<file path="src/rtl/hdlc_tx_pkg.sv">
package hdlc_tx_pkg;
    localparam int BYTE_W = 8;
    localparam int CRC_W  = 16;
    localparam int CNT_W  = $clog2(CRC_W);
    localparam int ONES_W = 3;

    typedef enum logic [1:0] {PH_FLAG, PH_DATA, PH_FCS} phase_e;

    typedef struct packed {
        phase_e              ph;
        logic [CNT_W-1:0]    cnt;
        logic [ONES_W-1:0]   ones;
        logic [BYTE_W-1:0]   shreg;
        logic [CRC_W-1:0]    crc;
        logic                bit_o;
        logic                endf;
    } fr_state_t;
endpackage

</file>
<file path="src/rtl/hdlc_tx_crc_step.sv">
module hdlc_tx_crc_step #(
    parameter int           W    = 16,
    parameter logic [W-1:0] POLY = 16'h8408
) (
    input  logic [W-1:0] crc_i,
    input  logic         bit_i,
    output logic [W-1:0] crc_o
);
    logic fb;
    always_comb begin
        fb    = crc_i[0] ^ bit_i;
        crc_o = {1'b0, crc_i[W-1:1]} ^ (fb ? POLY : '0);
    end
endmodule

</file>
<file path="src/rtl/hdlc_tx_stuff_chk.sv">
module hdlc_tx_stuff_chk #(
    parameter int RUN = 5,
    parameter int OW  = 3
) (
    input  logic          strobe_i,
    input  logic [OW-1:0] ones_i,
    output logic          stuff_o
);
    localparam logic [OW-1:0] RUN_V = OW'(RUN);
    always_comb stuff_o = strobe_i && (ones_i == RUN_V);
endmodule

</file>
<file path="src/rtl/hdlc_tx_flag_bit.sv">
module hdlc_tx_flag_bit #(
    parameter logic [7:0] PAT = 8'h7E
) (
    input  logic [2:0] idx_i,
    output logic       bit_o
);
    always_comb bit_o = PAT[idx_i];
endmodule

</file>
<file path="src/rtl/hdlc_tx_framer.sv">
module hdlc_tx_framer
    import hdlc_tx_pkg::*;
#(
    parameter logic [7:0]       FLAG_PAT  = 8'h7E,
    parameter int               STUFF_RUN = 5,
    parameter logic [CRC_W-1:0] CRC_POLY  = 16'h8408,
    parameter logic [CRC_W-1:0] CRC_INIT  = 16'hFFFF
) (
    input  logic              clk,
    input  logic              rst_n,
    input  logic              bit_en,
    input  logic [BYTE_W-1:0] in_data,
    input  logic              in_valid,
    output logic              in_ready,
    output logic              tx_bit,
    output logic              tx_end
);
    localparam logic [CNT_W-1:0] BYTE_LAST = CNT_W'(BYTE_W - 1);
    localparam logic [CNT_W-1:0] FCS_LAST  = CNT_W'(CRC_W - 1);
    localparam fr_state_t RESET_ST = '{ph: PH_FLAG, cnt: '0, ones: '0,
                                       shreg: '0, crc: '0, bit_o: 1'b1, endf: 1'b0};

    fr_state_t state_q, state_d;
    logic stuff_now, flag_bit, cur_bit, load_pt, take;
    logic [CRC_W-1:0] crc_nx;

    hdlc_tx_crc_step #(.W(CRC_W), .POLY(CRC_POLY)) u_crc (
        .crc_i(state_q.crc), .bit_i(state_q.shreg[0]), .crc_o(crc_nx));

    hdlc_tx_stuff_chk #(.RUN(STUFF_RUN), .OW(ONES_W)) u_stuff (
        .strobe_i(bit_en), .ones_i(state_q.ones), .stuff_o(stuff_now));

    hdlc_tx_flag_bit #(.PAT(FLAG_PAT)) u_flag (
        .idx_i(state_q.cnt[2:0]), .bit_o(flag_bit));

    always_comb begin
        state_d = state_q;
        unique case (state_q.ph)
            PH_FLAG: cur_bit = flag_bit;
            PH_DATA: cur_bit = state_q.shreg[0];
            default: cur_bit = state_q.crc[0];
        endcase
        load_pt = bit_en && !stuff_now && (state_q.ph != PH_FCS)
                  && (state_q.cnt == BYTE_LAST);
        take    = load_pt && in_valid;

        if (bit_en) begin
            if (stuff_now) begin
                state_d.bit_o = 1'b0;
                state_d.ones  = '0;
            end else begin
                state_d.bit_o = cur_bit;
                if (state_q.ph == PH_FLAG || !cur_bit) state_d.ones = '0;
                else                                   state_d.ones = state_q.ones + 1'b1;
                unique case (state_q.ph)
                    PH_FLAG: begin
                        if (state_q.cnt == '0) state_d.endf = 1'b0;
                        if (state_q.cnt == BYTE_LAST) begin
                            state_d.cnt = '0;
                            if (take) begin
                                state_d.ph    = PH_DATA;
                                state_d.shreg = in_data;
                                state_d.crc   = CRC_INIT;
                            end
                        end else begin
                            state_d.cnt = state_q.cnt + 1'b1;
                        end
                    end
                    PH_DATA: begin
                        state_d.crc   = crc_nx;
                        state_d.shreg = {1'b0, state_q.shreg[BYTE_W-1:1]};
                        if (state_q.cnt == BYTE_LAST) begin
                            state_d.cnt = '0;
                            if (take) begin
                                state_d.shreg = in_data;
                            end else begin
                                state_d.ph   = PH_FCS;
                                state_d.crc  = ~crc_nx;
                                state_d.endf = 1'b1;
                            end
                        end else begin
                            state_d.cnt = state_q.cnt + 1'b1;
                        end
                    end
                    default: begin
                        state_d.crc = {1'b1, state_q.crc[CRC_W-1:1]};
                        if (state_q.cnt == FCS_LAST) begin
                            state_d.cnt = '0;
                            state_d.ph  = PH_FLAG;
                        end else begin
                            state_d.cnt = state_q.cnt + 1'b1;
                        end
                    end
                endcase
            end
        end
    end

    always_ff @(posedge clk) begin
        if (!rst_n) state_q <= RESET_ST;
        else        state_q <= state_d;
    end

    assign in_ready = load_pt;
    assign tx_bit   = state_q.bit_o;
    assign tx_end   = state_q.endf;

    p_ready_strobe_r2: assert property (@(posedge clk) disable iff (!rst_n)
        in_ready |-> bit_en);

    p_hold_r10: assert property (@(posedge clk) disable iff (!rst_n)
        !bit_en |=> ($stable(tx_bit) && $stable(tx_end)));

    p_stuff_zero_r4: assert property (@(posedge clk) disable iff (!rst_n)
        stuff_now |=> !tx_bit);

    p_flag_no_run_r4: assert property (@(posedge clk) disable iff (!rst_n)
        (state_q.ph == PH_FLAG && state_q.cnt != '0) |-> (state_q.ones == '0));

    p_end_rise_r7: assert property (@(posedge clk) disable iff (!rst_n)
        $rose(tx_end) |-> ($past(state_q.ph) == PH_DATA));

    p_end_window_r8: assert property (@(posedge clk) disable iff (!rst_n)
        tx_end |-> (state_q.ph == PH_FCS ||
                    (state_q.ph == PH_FLAG && state_q.cnt == '0)));
endmodule

</file>
<file path="config.mk">
export PLATFORM = sky130hd
export DESIGN_NAME = hdlc_tx_framer
export DESIGN_NICKNAME = d
export VERILOG_FILES = /design/src/rtl/hdlc_tx_pkg.sv /design/src/rtl/hdlc_tx_crc_step.sv /design/src/rtl/hdlc_tx_stuff_chk.sv /design/src/rtl/hdlc_tx_flag_bit.sv /design/src/rtl/hdlc_tx_framer.sv
export SDC_FILE = /design/constraint.sdc
export NUM_CORES = 1
export LEC_CHECK = 0
export ABC_AREA = 0
export CAP_MARGIN = 10
export CORE_MARGIN = 10
export CORE_UTILIZATION = 63
export CTS_CLUSTER_SIZE = 20
export DETAILED_ROUTE_END_ITERATION = 6
export PLACE_DENSITY = 0.91
export SLEW_MARGIN = 40
export SYNTH_ARGS = -nofsm -noshare
export SYNTH_HDL_FRONTEND = slang
export SYNTH_HIERARCHICAL = 1
export SYNTH_SLANG_ARGS = --single-unit
</file>
<file path="constraint.sdc">
create_clock -name clk -period 2.7 [get_ports clk]
set_input_delay 0.405 -clock clk [delete_from_list [all_inputs] [get_ports clk]]
set_output_delay 0.405 -clock clk [all_outputs]
set_load 0.02 [all_outputs]
</file>
== Word level (Yosys, flattened, before mapping) ==
Memory sizes are Yosys's and may differ from the RTL's. A register that Yosys moved wholly into a read port is not among the register bits.
Cells that the tools add are included.

* Muxes and demuxes: 27
* Eq/ne operators: 10
* Add/sub/neg operators: 2
* Reduce and logical (&&, ||, !) cells: 17
* Magnitude comparators: 1
* Bitwise operators: 4

{| class="wikitable"
|+ Operator list
! operator !! count
|-
| $mux 24 || 3
|-
| $mux 16 || 2
|-
| $pmux 16 s2 || 1
|-
| $not 16->16 || 1
|-
| $pmux 8 s2 || 1
|-
| $xor 15x16->16 || 1
|-
| $mux 3 || 4
|-
| $pmux 6 s2 || 1
|-
| $mux 2 || 5
|-
| $mux 4 || 2
|-
| $mux 8 || 1
|-
| $ne 2x2->1 const B || 4
|-
| $reduce_and 7->1 || 1
|-
| $reduce_and 6->1 || 1
|-
| $logic_and 1x1->1 || 5
|-
| $mux 1 || 5
|-
| $reduce_and 5->1 || 1
|-
| $add 4x1->4 const B || 1
|-
| $eq 4x3->1 const B || 1
|-
| $eq 4x4->1 const B || 1
|-
| $logic_not 4->1 || 1
|-
| $lt 3x4->1 const B || 1
|-
| $ne 2x1->1 const B || 2
|-
| $pmux 1 s2 || 2
|-
| 12 further kinds || 13
|}

* Memories kept: 1
* Bits of input ports: 12
* Bits in read-only memories: 8
* Bits in registers: 35
* Output and inout bits: 3
* Logic and storage cells: 69

{| class="wikitable"
|+ Memory list
! name !! words !! bits a word !! read ports !! clocked after memory_dff !! write ports !! line !! text
|-
| (no name shown) || 8 || 1 || 1 || 1 || 0 || hdlc_tx_flag_bit.sv:7 || <nowiki>always_comb bit_o = PAT[idx_i];</nowiki>
|}

== Longest topological paths before layout ==
Gate-level depths: netlist (run 1).

* Depth in word-level cells: 12
* Gate-level depth with buffers: 8

== By module ==
The synthesis (run 1) kept the hierarchy.

{| class="wikitable"
|+ By module, submodules not included
! module !! cells each !! times used !! seq. area each (sq um) !! area an instance (sq um)
|-
| hdlc_tx_framer || 237 || 1 || 700.7 || 2,075.7
|-
| hdlc_tx_crc_step || 17 || 1 || 0.0 || 161.4
|-
| hdlc_tx_flag_bit || 3 || 1 || 0.0 || 20.0
|-
| hdlc_tx_stuff_chk || 1 || 1 || 0.0 || 10.0
|}

== Worst setup path before layout (run 1) ==
No wires, ideal clock.

* Path type: input -> output
* Start: in bit_en
* End: out in_ready
* Cell stages on the path: 3
* Arrival: 1,302 ps
* Path slack: 993 ps
* Required time: 2,295 ps
* Path through: and4b_1 nand4b_1 nor3_1

* Word-level cells in the longest chain between the ends: 5

{| class="wikitable"
|+ Ends and longest elaborated chain
! element !! line !! text
|-
| from (decl) || hdlc_tx_framer.sv:11 || <nowiki>input logic bit_en,</nowiki>
|-
| $logic_and 1x1->1 || hdlc_tx_stuff_chk.sv:10 || <nowiki>always_comb stuff_o = strobe_i && (ones_i == RUN_V);</nowiki>
|-
| $logic_not 1->1 || hdlc_tx_framer.sv:43 || <nowiki>load_pt = bit_en && !stuff_now && (state_q.ph != PH_FCS)</nowiki>
|-
| $logic_and 1x1->1 (*) (2 in a row) || hdlc_tx_framer.sv:43 ||
|-
| $logic_and 1x1->1 (*) || hdlc_tx_framer.sv:44 || <nowiki>&& (state_q.cnt == BYTE_LAST);</nowiki>
|-
| to (decl) || hdlc_tx_framer.sv:14 || <nowiki>output logic in_ready,</nowiki>
|}

Mark *: on every way between the ends. The rest lies on a longest branch, timed or not.

== Worst setup path after layout (run 1) ==
* Start: in bit_en
* End: out in_ready

* Word-level cells in the longest chain between the ends: 5

{| class="wikitable"
|+ Ends and longest elaborated chain
! element !! line !! text
|-
| $logic_and 1x1->1 || hdlc_tx_stuff_chk.sv:10 ||
|-
| via stuff_now || hdlc_tx_framer.sv:24 || <nowiki>logic stuff_now, flag_bit, cur_bit, load_pt, take;</nowiki>
|-
| $logic_not 1->1 || hdlc_tx_framer.sv:43 ||
|-
| $logic_and 1x1->1 (2 in a row) || hdlc_tx_framer.sv:43 ||
|-
| $logic_and 1x1->1 || hdlc_tx_framer.sv:44 ||
|}

The timed path passes the listed nets, and every way through them passes these cells.

==> results of run 1 <==
==> repair_timing <==
action / in CTS / in global routing
endpoints found under the hold margin: 0 / 0
buffers inserted: 0 / 0
setup endpoints to repair: 0 / 1
hold buffers: 0 / 0
gates resized for setup: 0 / 1
==> critical path: cells and delay by family <==
kind | cells | cell delay [ns]
simple gates | 3 | 0.68
buf+inv | 2 | 1.06
==> power breakdown <==
group / switching (W) / total (W) / internal [W]
Sequential: 0.00000474 / 0.000524 / 0.000520
Clock: 0.000164 / 0.000265 / 0.000102
Combinational: 0.0000339 / 0.0000675 / 0.0000335
Total: 0.000203 / 0.000857 / 0.000655
==> area by class of cell <==
type	instances	area share, %
Clock buffer	7	1.907
Multi-Input combinational cell	167	53.50
Sequential cell	35	29.66
Tap cell	46	2.436
Inverter	20	3.178
Clock inverter	1	0.2119
Timing Repair Buffer	24	9.110
==> worst max path at each step <==
stage / to / slack [ns] / cells past startpoint / start
2_1_floorplan: in_ready / 0.99 / 3 / bit_en
3_3_place_gp: in_ready / 0.17 / 5 / bit_en
3_5_place_dp: in_ready / 0.18 / 5 / bit_en
4_1_cts: in_ready / 0.15 / 5 / bit_en
5_1_grt: in_ready / 0.06 / 4 / state_q[30]$_SDFFE_PN0N_
6_report: in_ready / 0.15 / 5 / bit_en
==> placed cells by master (no fill, tap or decap), drive strengths merged, types with 7 or more instances in the layout <==
cell type	synthesis	layout
clkdlybuf4s50	0	14
inv	20	20
buf	26	10
nor2	11	11
and2	16	16
clkbuf	10	7
a211oi	16	16
o21ai	15	15
mux2i	9	9
a22o	14	14
a221oi	14	14
a21oi	16	16
dfxtp	35	35
nand2	8	8
==> registers in the layout, indices dropped and copies added, names as in the netlist <==
| signal | count |
|---|---|
| tx_bit | 1 |
| tx_end | 1 |
| state_q | 33 |
==> metal layers <==
layer,part of all wire [%],wire length (microns),vias up
met5,0,0,-
met4,0.99,45,0
met3,5.4,246,7
met2,46,2073,50
met1,48,2174,890
li1,-,-,914
==> cell families (layout without fill, tap and decap cells) <==
| logic type | after synthesis | after routing | share of synthesized area (%) |
|---|---|---|---|
| XOR/XNOR | 6 | 6 | 3.642 |
| AND/OR/NAND/NOR | 61 | 61 | 15.89 |
| adder cells (fa/ha/maj) | 3 | 3 | 1.656 |
| AO/OA/AOI/OAI | 88 | 88 | 30.35 |
| multiplexers | 9 | 9 | 3.974 |
| buffers and inverters | 56 | 52 | 13.58 |
| flip-flops | 35 | 35 | 30.90 |
==> metrics by stage <==
step	power (W)	instances	utilization, %
3_5_place_dp	0.0006029	292	67.62
3_3_place_gp	0.0006016	292	67.55
4_1_cts	0.0008665	300	69.08
5_1_grt	0.0009059	300	69.16
6_report	0.0008573	300	69.16
2_1_floorplan	0.0005670	258	-
==> impl_metrics.json, run 1 <==
{
  "drt-initial-drc-count": 229,
  "rsz0062_at_grt": "no",
  "min_path_cells": 2,
  "die_w_microns": 79.99,
  "met3_usage_pct": 3.378,
  "skew_ns": 0.01429,
  "grt_pass1_wl_mm": 7.845,
  "min_to": "state_q[25]$_SDFFE_PN0P_",
  "preCtsSetupSlack_ns": 0.1781,
  "core-area_sq_mm": 0.003416,
  "antenna_found_initial": 0,
  "fp-row-count": 21,
  "syn_avg_cell_area_sq_um": 8.787,
  "die_y_microns": 79.99,
  "antennaDiodeCount": 0,
  "slowest_stage": "clkdlybuf4s50_1",
  "crit-reg2reg-launch": "state_q[34]$_SDFFE_PN0P_",
  "cts_root_buf": "clkbuf_4",
  "grtUsageMet1_pct": 19.20,
  "finalSetupViolCount": 0,
  "fin_nets": 268,
  "cts_buffers": 5,
  "setup.worst_path.class": "primary input to primary output",
  "grtUsageTotal_pct": 14.71,
  "cts_tree": "built",
  "ys_warn_count": 6,
  "drc": 0,
  "synthTopCellsByArea": "dfxtp_1, a221oi_2, a22o_1",
  "cp_common_cell": "clkdlybuf4s50_1",
  "multi_input_area_sq_mm": 0.001264,
  "critical_path.max_fanout": 5,
  "synth_area_leader_cell": "dfxtp_1",
  "synth_edf_count": 0,
  "synth-main-ff-cell": "dfxtp_1",
  "grt_pass1_vias": 1728,
  "place_area_sq_mm": 0.002310,
  "ys_seq_elements": 35,
  "grt-ovfl-total": 0,
  "grt_start_max_net_pins": 18,
  "design_area_sq_mm": 0.002362,
  "rr_endpoint": "state_q[4]$_SDFFE_PN0P_",
  "ant_nets": 0,
  "wirelength_mm": 4.539,
  "reg2reg_setup_slack_ns": 0.56,
  "slew_headroom_pct": 51.36,
  "leakage_nw": 0.8178,
  "yosysTopAreaCellShare_pct": 30.91,
  "slowest_delay_ns": 0.64,
  "grt.busiest_layer": "met2",
  "drive_above_1_share_pct": 12.20,
  "wire_per_inst_microns": 15.13,
  "ys_top_cells_by_count": "dfxtp_1, inv_1, a211oi_1",
  "status": "finished clean",
  "dr.pass1.iters": 4,
  "setup_tns_ns": 0,
  "clk_pin_slew_ns": 0.11,
  "async_flop_share_pct": 0,
  "cp-end-kind": "primary output",
  "worstPathRequired_ns": 2.30,
  "hold_path_startpoint": "state_q[25]$_SDFFE_PN0P_",
  "insertion_delay_ns": 0.33,
  "fin_ws_ns": 0.1493,
  "start_util_pct": 66.37,
  "regArea_sq_um": 700.7,
  "viasPerCell": 6.203,
  "whs_ns": 0.4786,
  "dieArea_sq_mm": 0.006398,
  "max-cap-violations": 0,
  "hold_viol": 0,
  "irDropWorstVdd_uv": 370.6,
  "synth_most_common_cell": "dfxtp_1",
  "cts_buffer_depth": 2,
  "min_period_ns": 2.551,
  "vias": 1861,
  "synth_seq_area_share_pct": 30.91,
  "io_pins": 15,
  "fin_crit_sh_pct": 94.47,
  "crit_path_cell_trace": "clkdlybuf4s50_1 -> and4b_1 -> nand4b_1 -> nor3_1 -> clkdlybuf4s50_1",
  "slew_viol_final": 0,
  "syn_nets": 273,
  "routabilityCongestion": 0.8353,
  "syn_to_final_growth_pct": 4.194,
  "use_met2_pct": 22.55,
  "fill_cells": 258,
  "worst_ep_arrival_time_ns": 2.15,
  "syn-instance-count": 258,
  "clock_sinks": 35,
  "tightest_slew_ns": 0.7296,
  "synth_area_sq_mm": 0.002267,
  "start_kind": "primary input",
  "yosysUniqueCellTypes": 46,
  "cts_max_level": 2,
  "power.density_mw_per_mm2": 362.9,
  "hpwl_mm": 3.140,
  "port_buffers": 14,
  "min_path_type": "flop to flop",
  "rr_worst_depth": 5,
  "max_freq_mhz": 392.1
}
Note: power is estimated with default switching activity, not from simulation.
==> run 2: changes to the inputs <==
--- a/config.mk
+++ b/config.mk
@@ -12,6 +12,7 @@
 export CTS_CLUSTER_SIZE = 20
 export DETAILED_ROUTE_END_ITERATION = 6
 export PLACE_DENSITY = 0.91
+export SETUP_SLACK_MARGIN = 0.3
 export SLEW_MARGIN = 40
 export SYNTH_ARGS = -nofsm -noshare
 export SYNTH_HDL_FRONTEND = slang
==> impl_metrics.json, run 2 (synthesis gave the netlist of run 1 again) <==
{
  "clk_pin_slew_ns": 0.11,
  "min_path_type": "flop to flop",
  "crit_path_cell_trace": "clkdlybuf4s50_1 -> and4b_1 -> nand4b_1 -> nor3_1 -> dlygate4sd2_1",
  "antennaDiodeCount": 0,
  "min_path_cells": 2,
  "crit_start": "bit_en",
  "fp-row-count": 21,
  "worst_ep_arrival_time_ns": 1.85,
  "grt_pass1_wl_mm": 7.845,
  "rr_worst_depth": 5,
  "dieArea_sq_mm": 0.006398,
  "setup.worst_path.class": "primary input to primary output",
  "clock_sinks": 35,
  "top_layer_used": "met4",
  "grt-ovfl-total": 0,
  "route.met2.wl_mm": 2.066,
  "grt_start_max_net_pins": 18,
  "grtUsageTotal_pct": 14.71,
  "largest_reg_flops": 33,
  "dp.cells": 292,
  "irDropWorstVdd_uv": 370.3,
  "insertion_delay_ns": 0.33,
  "layout_common_cells": "dfxtp_1, inv_1, a211oi_1",
  "hold_viol": 0,
  "wl_met3_microns": 226,
  "start_kind": "primary input",
  "tightest_slew_ns": 0.7328,
  "start_util_pct": 66.37,
  "slew_headroom_pct": 51.15,
  "viasPerCell": 6.183,
  "max-cap-violations": 0,
  "cp-end-kind": "primary output",
  "wirelength_mm": 4.543,
  "cts_tree": "built",
  "crit_path_end": "in_ready",
  "final_common_cell": "dfxtp_1",
  "dr.pass1.iters": 4,
  "slowest_stage": "clkdlybuf4s50_1",
  "max_freq_mhz": 443.6,
  "core-area_sq_mm": 0.003416,
  "slowest_delay_ns": 0.42,
  "power.density_mw_per_mm2": 363.1,
  "cts_buffer_depth": 2,
  "hpwl_mm": 3.140,
  "die_y_microns": 79.99,
  "reg2reg_setup_slack_ns": 0.56,
  "cts_max_level": 2,
  "routabilityCongestion": 0.8353,
  "cts_root_buf": "clkbuf_4",
  "worstPathRequired_ns": 2.30,
  "top_register": "state_q",
  "postCtsSetupBuffers": 0,
  "drc": 0,
  "rr_endpoint": "state_q[4]$_SDFFE_PN0P_",
  "syn_to_final_growth_pct": 4.139,
  "status": "finished clean",
  "drive_above_1_share_pct": 12.20,
  "ant_nets": 0,
  "cts_buffers": 5,
  "leakage_nw": 0.8227,
  "grt_pass1_vias": 1728,
  "crit-reg2reg-launch": "state_q[34]$_SDFFE_PN0P_",
  "wire_per_inst_microns": 15.14,
  "finalSetupViolCount": 0,
  "die_w_microns": 79.99,
  "drt-initial-drc-count": 232,
  "fin_nets": 268,
  "rsz0062_at_grt": "no",
  "fin_crit_sh_pct": 83.49,
  "port_buffers": 14,
  "min_period_ns": 2.254,
  "vias": 1855,
  "skew_ns": 0.01426,
  "antenna_found_initial": 0,
  "wl_met1_mm": 2.204,
  "critical_path.max_fanout": 5,
  "setup_tns_ns": 0,
  "slew_viol_final": 0,
  "io_pins": 15,
  "final_cells": 300
}
-- run 2: cell count changes in the layout (fill, tap and decap cells not counted) --
cell | previous run | this run
clkdlybuf4s50_1 | 14 | 13
dlygate4sd2_1 | 0 | 1
-- run 2: per-stage QoR --
stage	total power (W)	hold slack, ns	area [sq um]	setup WS, ns	util, %
after global placement	0.0006016	0.4586	2307	0.1742	67.55
after CTS	0.0008665	0.4834	2359	0.4446	69.05
after floorplan	0.0005670	0.4449	2267	0.9933	-
after global routing	0.0009059	0.5153	2361	0.3511	69.12
final	0.0008572	0.4786	2361	0.4457	69.12
after detailed placement	0.0006029	0.4658	2310	0.1781	67.62
-- run 2: cell type report --
cell class,instances,area (sq um)
flip-flops and latches,35,700.7
well taps,46,57.56
multi-input cells,167,1264
repair buffers,24,214.0
inverters,20,75.07
clock inverters,1,5.005
fillers,258,1055
clock buffers,7,45.04
-- run 2: report_power, final --
part           switching [W]  internal [W]  total [W]
Combinational      0.0000340     0.0000335  0.0000676
Clock               0.000164      0.000102   0.000265
Sequential        0.00000474      0.000520   0.000524
Total               0.000202      0.000655   0.000857
-- run 2: worst max-delay path: cells and delay by family --
family	cells	cell delay, ns
buffers and inverters	2	0.78
AND/OR/NAND/NOR	3	0.66
-- run 2: worst min-delay path by stage --
stage                                   from                       end  slack, ns
finish              state_q[25]$_SDFFE_PN0P_  state_q[25]$_SDFFE_PN0P_       0.48
CTS                 state_q[25]$_SDFFE_PN0P_  state_q[25]$_SDFFE_PN0P_       0.48
detailed placement  state_q[25]$_SDFFE_PN0P_  state_q[25]$_SDFFE_PN0P_       0.47
floorplan           state_q[25]$_SDFFE_PN0P_  state_q[25]$_SDFFE_PN0P_       0.44
global route        state_q[25]$_SDFFE_PN0P_  state_q[25]$_SDFFE_PN0P_       0.52
global placement    state_q[25]$_SDFFE_PN0P_  state_q[25]$_SDFFE_PN0P_       0.46
-- run 2: what timing repair did --
item	4_1_cts	5_1_grt
pin swaps	0	0
resized for setup	1	1
hold buffers	0	0
setup endpoints to repair	1	1
-- run 2: metal layers --
layer	track usage (%)	vias to the layer above
met4	6.162	0
met1	19.20	885
met5	0	-
li1	-	915
met2	22.55	48
met3	3.378	7
